<file path="config.mk">
export PLATFORM = sky130hd
export DESIGN_NAME = trap_ctx_switch
export DESIGN_NICKNAME = d
export VERILOG_FILES = /design/src/rtl/trap_ctx_pkg.sv /design/src/rtl/trap_arbiter.sv /design/src/rtl/priv_regs.sv /design/src/rtl/shadow_bank.sv /design/src/rtl/sup_image.sv /design/src/rtl/trap_ctx_switch.sv
export SDC_FILE = /design/constraint.sdc
export NUM_CORES = 1
export LEC_CHECK = 0
export BUFFER_PORTS_ARGS = -buffer_cell sky130_fd_sc_hd__buf_4
export CAP_MARGIN = 20
export CELL_PAD_IN_SITES_DETAIL_PLACEMENT = 1
export CELL_PAD_IN_SITES_GLOBAL_PLACEMENT = 1
export CORE_UTILIZATION = 41
export DETAILED_ROUTE_END_ITERATION = 10
export PLACE_DENSITY_LB_ADDON = 0.1
export SLEW_MARGIN = 30
export SYNTH_ARGS = -nofsm -noshare
export SYNTH_HDL_FRONTEND = slang
export SYNTH_SLANG_ARGS = --single-unit
export TNS_END_PERCENT = 20
</file>
<file path="constraint.sdc">
create_clock -name clk -period 6.8 [get_ports clk]
set_clock_uncertainty 0.15 [all_clocks]
set_input_delay 0.34 -clock clk [delete_from_list [all_inputs] [get_ports clk]]
set_output_delay 0.34 -clock clk [all_outputs]
set_load 0.01 [all_outputs]
</file>
<file path="src/rtl/trap_ctx_pkg.sv">
package trap_ctx_pkg;
  localparam int DW   = 8;   // byte-wide registers
  localparam int PCW  = 16;  // program counter width
  localparam int MAPW = 16;  // width of one mapping register

  // bit offsets inside the flattened state vector
  localparam int OFS_SP    = 3 * DW;
  localparam int OFS_FLAGS = 4 * DW;
  localparam int OFS_PC    = 5 * DW;
  localparam int OFS_MAP   = 5 * DW + PCW;

  function automatic int state_width(input int nmap);
    return 5 * DW + PCW + nmap * MAPW;
  endfunction
endpackage

</file>
<file path="src/rtl/trap_arbiter.sv">
module trap_arbiter (
  input  logic clk,
  input  logic rst_n,
  input  logic sup_q,
  input  logic boundary,
  input  logic trap_req,
  input  logic key_evt,
  output logic take_o
);
  logic pend_q, pend_d;
  logic any_req;

  always_comb begin
    any_req = pend_q | trap_req | key_evt;
    take_o  = !sup_q && boundary && any_req;
    pend_d  = take_o ? 1'b0 : any_req;
  end

  always_ff @(posedge clk or negedge rst_n) begin
    if (!rst_n) pend_q <= 1'b0;
    else        pend_q <= pend_d;
  end
endmodule

</file>
<file path="src/rtl/priv_regs.sv">
module priv_regs #(
  parameter int                 ADDR_W    = 16,
  parameter logic [ADDR_W-1:0]  EXIT_ADDR = '0,
  parameter logic [ADDR_W-1:0]  CFG_ADDR  = '0
) (
  input  logic              clk,
  input  logic              rst_n,
  input  logic              sup_q,
  input  logic              wr_en,
  input  logic [ADDR_W-1:0] wr_addr,
  input  logic [7:0]        wr_data,
  output logic              exit_o,
  output logic [7:0]        cfg_o
);
  logic       cfg_we;
  logic [7:0] cfg_q, cfg_d;

  always_comb begin
    exit_o = sup_q && wr_en && (wr_addr == EXIT_ADDR);
    cfg_we = sup_q && wr_en && (wr_addr == CFG_ADDR);
    cfg_d  = wr_data;
  end

  always_ff @(posedge clk or negedge rst_n) begin
    if (!rst_n)      cfg_q <= '0;
    else if (cfg_we) cfg_q <= cfg_d;
  end

  assign cfg_o = cfg_q;
endmodule

</file>
<file path="src/rtl/shadow_bank.sv">
module shadow_bank #(
  parameter int SW = 88
) (
  input  logic          clk,
  input  logic          rst_n,
  input  logic          cap_en,
  input  logic [SW-1:0] cap_data,
  output logic [SW-1:0] shadow_o
);
  logic [SW-1:0] shd_q;

  always_ff @(posedge clk or negedge rst_n) begin
    if (!rst_n)      shd_q <= '0;
    else if (cap_en) shd_q <= cap_data;
  end

  assign shadow_o = shd_q;
endmodule

</file>
<file path="src/rtl/sup_image.sv">
module sup_image
  import trap_ctx_pkg::*;
#(
  parameter int              NMAP         = 2,
  parameter int              SW           = state_width(NMAP),
  parameter logic [PCW-1:0]  SUP_PC       = '0,
  parameter logic [DW-1:0]   SUP_SP       = '0,
  parameter logic [DW-1:0]   SUP_FLAGS    = '0,
  parameter logic [MAPW-1:0] SUP_MAP_BASE = '0
) (
  input  logic [SW-1:0] cur_i,
  output logic [SW-1:0] img_o
);
  logic [NMAP*MAPW-1:0] map_img;

  // mapping register k gets its own supervisor window
  for (genvar k = 0; k < NMAP; k++) begin : g_map
    assign map_img[k*MAPW +: MAPW] = MAPW'(SUP_MAP_BASE + MAPW'(k));
  end

  always_comb begin
    img_o                          = cur_i;
    img_o[OFS_SP    +: DW]         = SUP_SP;
    img_o[OFS_FLAGS +: DW]         = SUP_FLAGS;
    img_o[OFS_PC    +: PCW]        = SUP_PC;
    img_o[OFS_MAP   +: NMAP*MAPW]  = map_img;
  end
endmodule

</file>
<file path="src/rtl/trap_ctx_switch.sv">
module trap_ctx_switch
  import trap_ctx_pkg::*;
#(
  parameter int                NMAP         = 2,
  parameter int                ADDR_W       = 16,
  parameter logic [ADDR_W-1:0] EXIT_ADDR    = 16'hFE7F,
  parameter logic [ADDR_W-1:0] CFG_ADDR     = 16'hFE7E,
  parameter logic [PCW-1:0]    SUP_PC       = 16'h8100,
  parameter logic [DW-1:0]     SUP_SP       = 8'hF0,
  parameter logic [DW-1:0]     SUP_FLAGS    = 8'h24,
  parameter logic [MAPW-1:0]   SUP_MAP_BASE = 16'h0F00,
  localparam int               SW           = state_width(NMAP)
) (
  input  logic              clk,
  input  logic              rst_n,
  input  logic              instr_boundary,
  input  logic              trap_req,
  input  logic              key_evt,
  input  logic              upd_en,
  input  logic [SW-1:0]     upd_state,
  input  logic              wr_en,
  input  logic [ADDR_W-1:0] wr_addr,
  input  logic [7:0]        wr_data,
  output logic [SW-1:0]     state_q,
  output logic              sup_mode,
  output logic              enter_pulse,
  output logic              exit_pulse,
  output logic [7:0]        cfg_q,
  output logic              overlay_en
);
  // reset: asserted asynchronously, released on a clock edge
  logic rst_meta, rst_s;
  always_ff @(posedge clk or negedge rst_n) begin
    if (!rst_n) begin
      rst_meta <= 1'b0;
      rst_s    <= 1'b0;
    end else begin
      rst_meta <= 1'b1;
      rst_s    <= rst_meta;
    end
  end

  logic          sup_q, sup_d;
  logic          ent_q, ext_q;
  logic [SW-1:0] live_q, live_d;
  logic [SW-1:0] eff_state, sup_img, shadow;
  logic          take, exit_w;

  trap_arbiter u_arb (
    .clk      (clk),
    .rst_n    (rst_s),
    .sup_q    (sup_q),
    .boundary (instr_boundary),
    .trap_req (trap_req),
    .key_evt  (key_evt),
    .take_o   (take)
  );

  priv_regs #(
    .ADDR_W    (ADDR_W),
    .EXIT_ADDR (EXIT_ADDR),
    .CFG_ADDR  (CFG_ADDR)
  ) u_priv (
    .clk     (clk),
    .rst_n   (rst_s),
    .sup_q   (sup_q),
    .wr_en   (wr_en),
    .wr_addr (wr_addr),
    .wr_data (wr_data),
    .exit_o  (exit_w),
    .cfg_o   (cfg_q)
  );

  // state in effect at this boundary, including a same-cycle commit
  assign eff_state = upd_en ? upd_state : live_q;

  shadow_bank #(.SW(SW)) u_shadow (
    .clk      (clk),
    .rst_n    (rst_s),
    .cap_en   (take),
    .cap_data (eff_state),
    .shadow_o (shadow)
  );

  sup_image #(
    .NMAP         (NMAP),
    .SW           (SW),
    .SUP_PC       (SUP_PC),
    .SUP_SP       (SUP_SP),
    .SUP_FLAGS    (SUP_FLAGS),
    .SUP_MAP_BASE (SUP_MAP_BASE)
  ) u_img (
    .cur_i (eff_state),
    .img_o (sup_img)
  );

  // next-state selection
  always_comb begin
    sup_d  = sup_q;
    live_d = eff_state;
    if (take) begin
      sup_d  = 1'b1;
      live_d = sup_img;
    end else if (exit_w) begin
      sup_d  = 1'b0;
      live_d = shadow;
    end
  end

  always_ff @(posedge clk or negedge rst_s) begin
    if (!rst_s) begin
      sup_q  <= 1'b0;
      ent_q  <= 1'b0;
      ext_q  <= 1'b0;
      live_q <= '0;
    end else begin
      sup_q  <= sup_d;
      ent_q  <= take;
      ext_q  <= exit_w;
      live_q <= live_d;
    end
  end

  assign state_q     = live_q;
  assign sup_mode    = sup_q;
  assign enter_pulse = ent_q;
  assign exit_pulse  = ext_q;
  assign overlay_en  = cfg_q[0];
endmodule

</file>
==> implementation parameters <==
Parameter                              Value

Worst setup path
  Startpoint of the most critical setup path    u_arb.pend_q
  Critical Path Sink Type    flip-flop
  Critical path required time    6.96 ns
  Worst R2R Start    u_arb.pend_q
  Peak fanout along the critical path    90
  Slack of the worst reg-to-reg path    ~3.7 ns
  Critical path start-end classification    reg2reg
  R2R depth    5
  Worst reg2reg path endpoint    state_q[37]
  Kind of launch point of the worst setup path    flip-flop
  Arrival @ worst endpoint    3.23 ns

Synthesis
  Area fraction of the dominant cell type after synthesis    0.577
  Number of flops mapped to enable cells by yosys    0
  Unique cell type count in the Yosys netlist    28
  Post-Syn Nets    just over 800
  Leading area contributor after synthesis    sky130_fd_sc_hd__dfrtp_1
  Warnings, synthesis    0
  Most frequently used flop master after synthesis    sky130_fd_sc_hd__dfrtp_1
  Leading cell types by total area after synthesis    sky130_fd_sc_hd__dfrtp_1, sky130_fd_sc_hd__mux2_2, sky130_fd_sc_hd__mux2i_1, sky130_fd_sc_hd__nand2_1, sky130_fd_sc_hd__o21ai_0
  Sequential-to-total area share from yosys stat    0.577
  Share of the synthesized area in compound gates (AO/OA/AOI/OAI)    0.0401
  Fraction of registers with async set or reset after synthesis    1.00
  Gate Count Post-Synth    706
  Yosys reg bits    190
  Top-count cell post-synth    sky130_fd_sc_hd__dfrtp_1
  Adder and majority gate portion of the synthesized area    0
  Most common library cells after synthesis    sky130_fd_sc_hd__dfrtp_1, sky130_fd_sc_hd__nand2_1, sky130_fd_sc_hd__mux2_2, sky130_fd_sc_hd__o21ai_0, sky130_fd_sc_hd__mux2i_1
  Area share of xor/xnor cells in the synthesized design    0
  Combinational family with the most area after synthesis    multiplexers
  Average instance area after synthesis    approximately 12 sq um
  Fraction of the mapped netlist area in simple logic gates    0.105
  Mux cell area share after synthesis    0.251
  Synth Cell Area    8240 sq um

Global route
  Largest net degree at the start of global routing    roughly 90
  Antenna violations before repair    0
  Global Route Usage Sum    0.218
  Wire length of the first global-routing pass    around 34000 microns
  Remaining global-route overflow    0
  Vias in the first global route    ~6800

Route
  Per-cell routed wire length    around 18 microns
  Via count    around 6000
  Total detailed-routing wirelength    roughly 21000 microns
  Detail Route Antenna Nets    0
  Number of remaining DRC errors    0
  Vias per cell    5.08
  First-pass iteration count of the detailed router    4
  Starting DRC count in detailed routing    241

Hold path
  Kind of path behind the tightest hold check    in2reg
  Beginning of the worst hold path    key_evt
  Hold Path Sink    u_arb.pend_q
  Hold Path Depth    3

Final layout
  Final Non-Filler Cells    between 1000 and 1500
  Share of final-layout standard cells stronger than drive strength 1    0.411
  Total Nets Final    1031
  Synthesis-to-layout area growth    30.6%
  Final Cell Area    ~11000 sq um
  Finished Core Util    0.550
  Diodes inserted    0

Floorplanning
  Initial core utilization    0.421
  Die Span Y    144 microns
  Row Count    approximately 50
  Overall die area    slightly above 20000 sq um
  Chip Width    144 microns
  Count of boundary I/O pins    ~220
  Core Footprint    19600 sq um

Power and ir drop
  Total power of the final layout    2.64 mW
  Static leakage    approximately 5.4 nW
  Worst IR drop on VDD    0.173 mV
  Power density over cell area    245 nW/um^2

STA
  Slew Limit Fails    0
  Final hold viol count    0
  Worst Setup Slack, final    ~3.7 ns
  Final setup violation count    0
  Period utilisation layout    0.452
  Headroom to the max-slew limit    0.405
  Post-route setup TNS    0 ns
  Setup repair after global routing missed its margin    no
  Hold slack    0.0634 ns
  Final min period    3.07 ns
  Max Fclk    ~330 MHz
  Worst-margin pin slew    0.893 ns

Place
  Routability Congestion    between 0.7 and 0.8
  Worst slack at placement    about 3.7 ns
  Placed cell count    1148
  # port buffers    between 200 and 250
  Detailed placer's ending HPWL    roughly 14000 microns
  Area after detailed placement    10100 sq um

Clock network
  Clock H-tree levels    4
  Clock tree from TritonCTS    built
  Maximum clock insertion buffer count    2
  Worst skew pair latency    approximately 0.43 ns
  Number of CTS-inserted buffers    17
  Clock slew at the register clock pins of the worst setup and hold paths    0.07 ns
  Clock root cell    sky130_fd_sc_hd__clkbuf_16
  Num Clock Sinks    190

Flow run
  Max-cap violation count    0

Status
  Result of the run    finished clean
[state kept, by name (all words and copies together) (netlist names)]
register,flops
exit_pulse,1
sup_mode,1
u_priv.cfg_o,8
state_q,88
rst_s,1
enter_pulse,1
rst_meta,1
u_arb.pend_q,1
u_shadow.shadow_o,88
[worst max-delay path by stage]
stage	to	slack, ns	depth (start not counted)
4_1_cts	state_q[71]	3.73	7
2_1_floorplan	enter_pulse	0.96	0
3_5_place_dp	state_q[28]	3.71	6
6_report	state_q[37]	3.73	5
3_3_place_gp	state_q[79]	3.86	7
5_1_grt	state_q[37]	3.44	5
[final cells by class]
type	count	area [sq um]
inverter	2	7.51
clock inverter	12	163
tap	265	332
multi-input combinational	467	3270
sequential	190	4760
timing repair buffer	234	1790
fill	2133	8820
clock buffer	19	443
[kinds of logic after synthesis]
kind of cell	Yosys count
AND/OR/NAND/NOR	216
flip-flops	190
multiplexers	184
AO/OA/AOI/OAI	66
buffers and inverters	49
other	1
[cells in the final DEF (no fill, tap or decap), types with 2 or more instances in the layout]
master                          count
sky130_fd_sc_hd__nand4_1            5
sky130_fd_sc_hd__inv_6              2
sky130_fd_sc_hd__dfrtp_1          189
sky130_fd_sc_hd__mux2i_1           64
sky130_fd_sc_hd__bufinv_16          3
sky130_fd_sc_hd__nor2_1            47
sky130_fd_sc_hd__o21ai_0           65
sky130_fd_sc_hd__mux2_4            20
sky130_fd_sc_hd__buf_4            222
sky130_fd_sc_hd__clkinv_4           4
sky130_fd_sc_hd__mux2_2           100
sky130_fd_sc_hd__nand2_1          153
sky130_fd_sc_hd__dlygate4sd3_1     10
sky130_fd_sc_hd__clkbuf_16         17
sky130_fd_sc_hd__buf_6              2
sky130_fd_sc_hd__clkinvlp_4         2
[critical path, cell delays in order, from the launching register on]
cell and delay [ns]:
sky130_fd_sc_hd__dfrtp_1 0.39, sky130_fd_sc_hd__nor3_1 0.33, sky130_fd_sc_hd__or3b_4 0.76, sky130_fd_sc_hd__buf_4 0.79, sky130_fd_sc_hd__nand2_1 0.15, sky130_fd_sc_hd__mux2_2 0.30
[per-layer routing]
layer	share of wire	routed length (microns)	up-vias	GRT usage
met3	0.061	1310	29	0.0570
met4	0.017	353	0	0.0750
met1	0.40	8550	3051	0.253
met5	0	0	-	0
met2	0.52	11100	171	0.387
li1	-	-	2786	-
[power by group]
part | switching, mW | internal [mW] | leakage, nW
logic | 0.157 | 0.202 | 2.75
registers | 0.0520 | 1.20 | 2.40
clock network | 0.436 | 0.591 | 0.290
total | 0.645 | 1.99 | 5.44
[what timing repair did]
action | 4_1_cts | 5_1_grt
hold endpoints to repair | 11 | 0
hold buffers | 10 | 0
setup buffers | 0 | 0
setup endpoints to repair | 0 | 0
gates resized for setup | 0 | 0
Note: power is estimated with default switching activity, not from simulation.
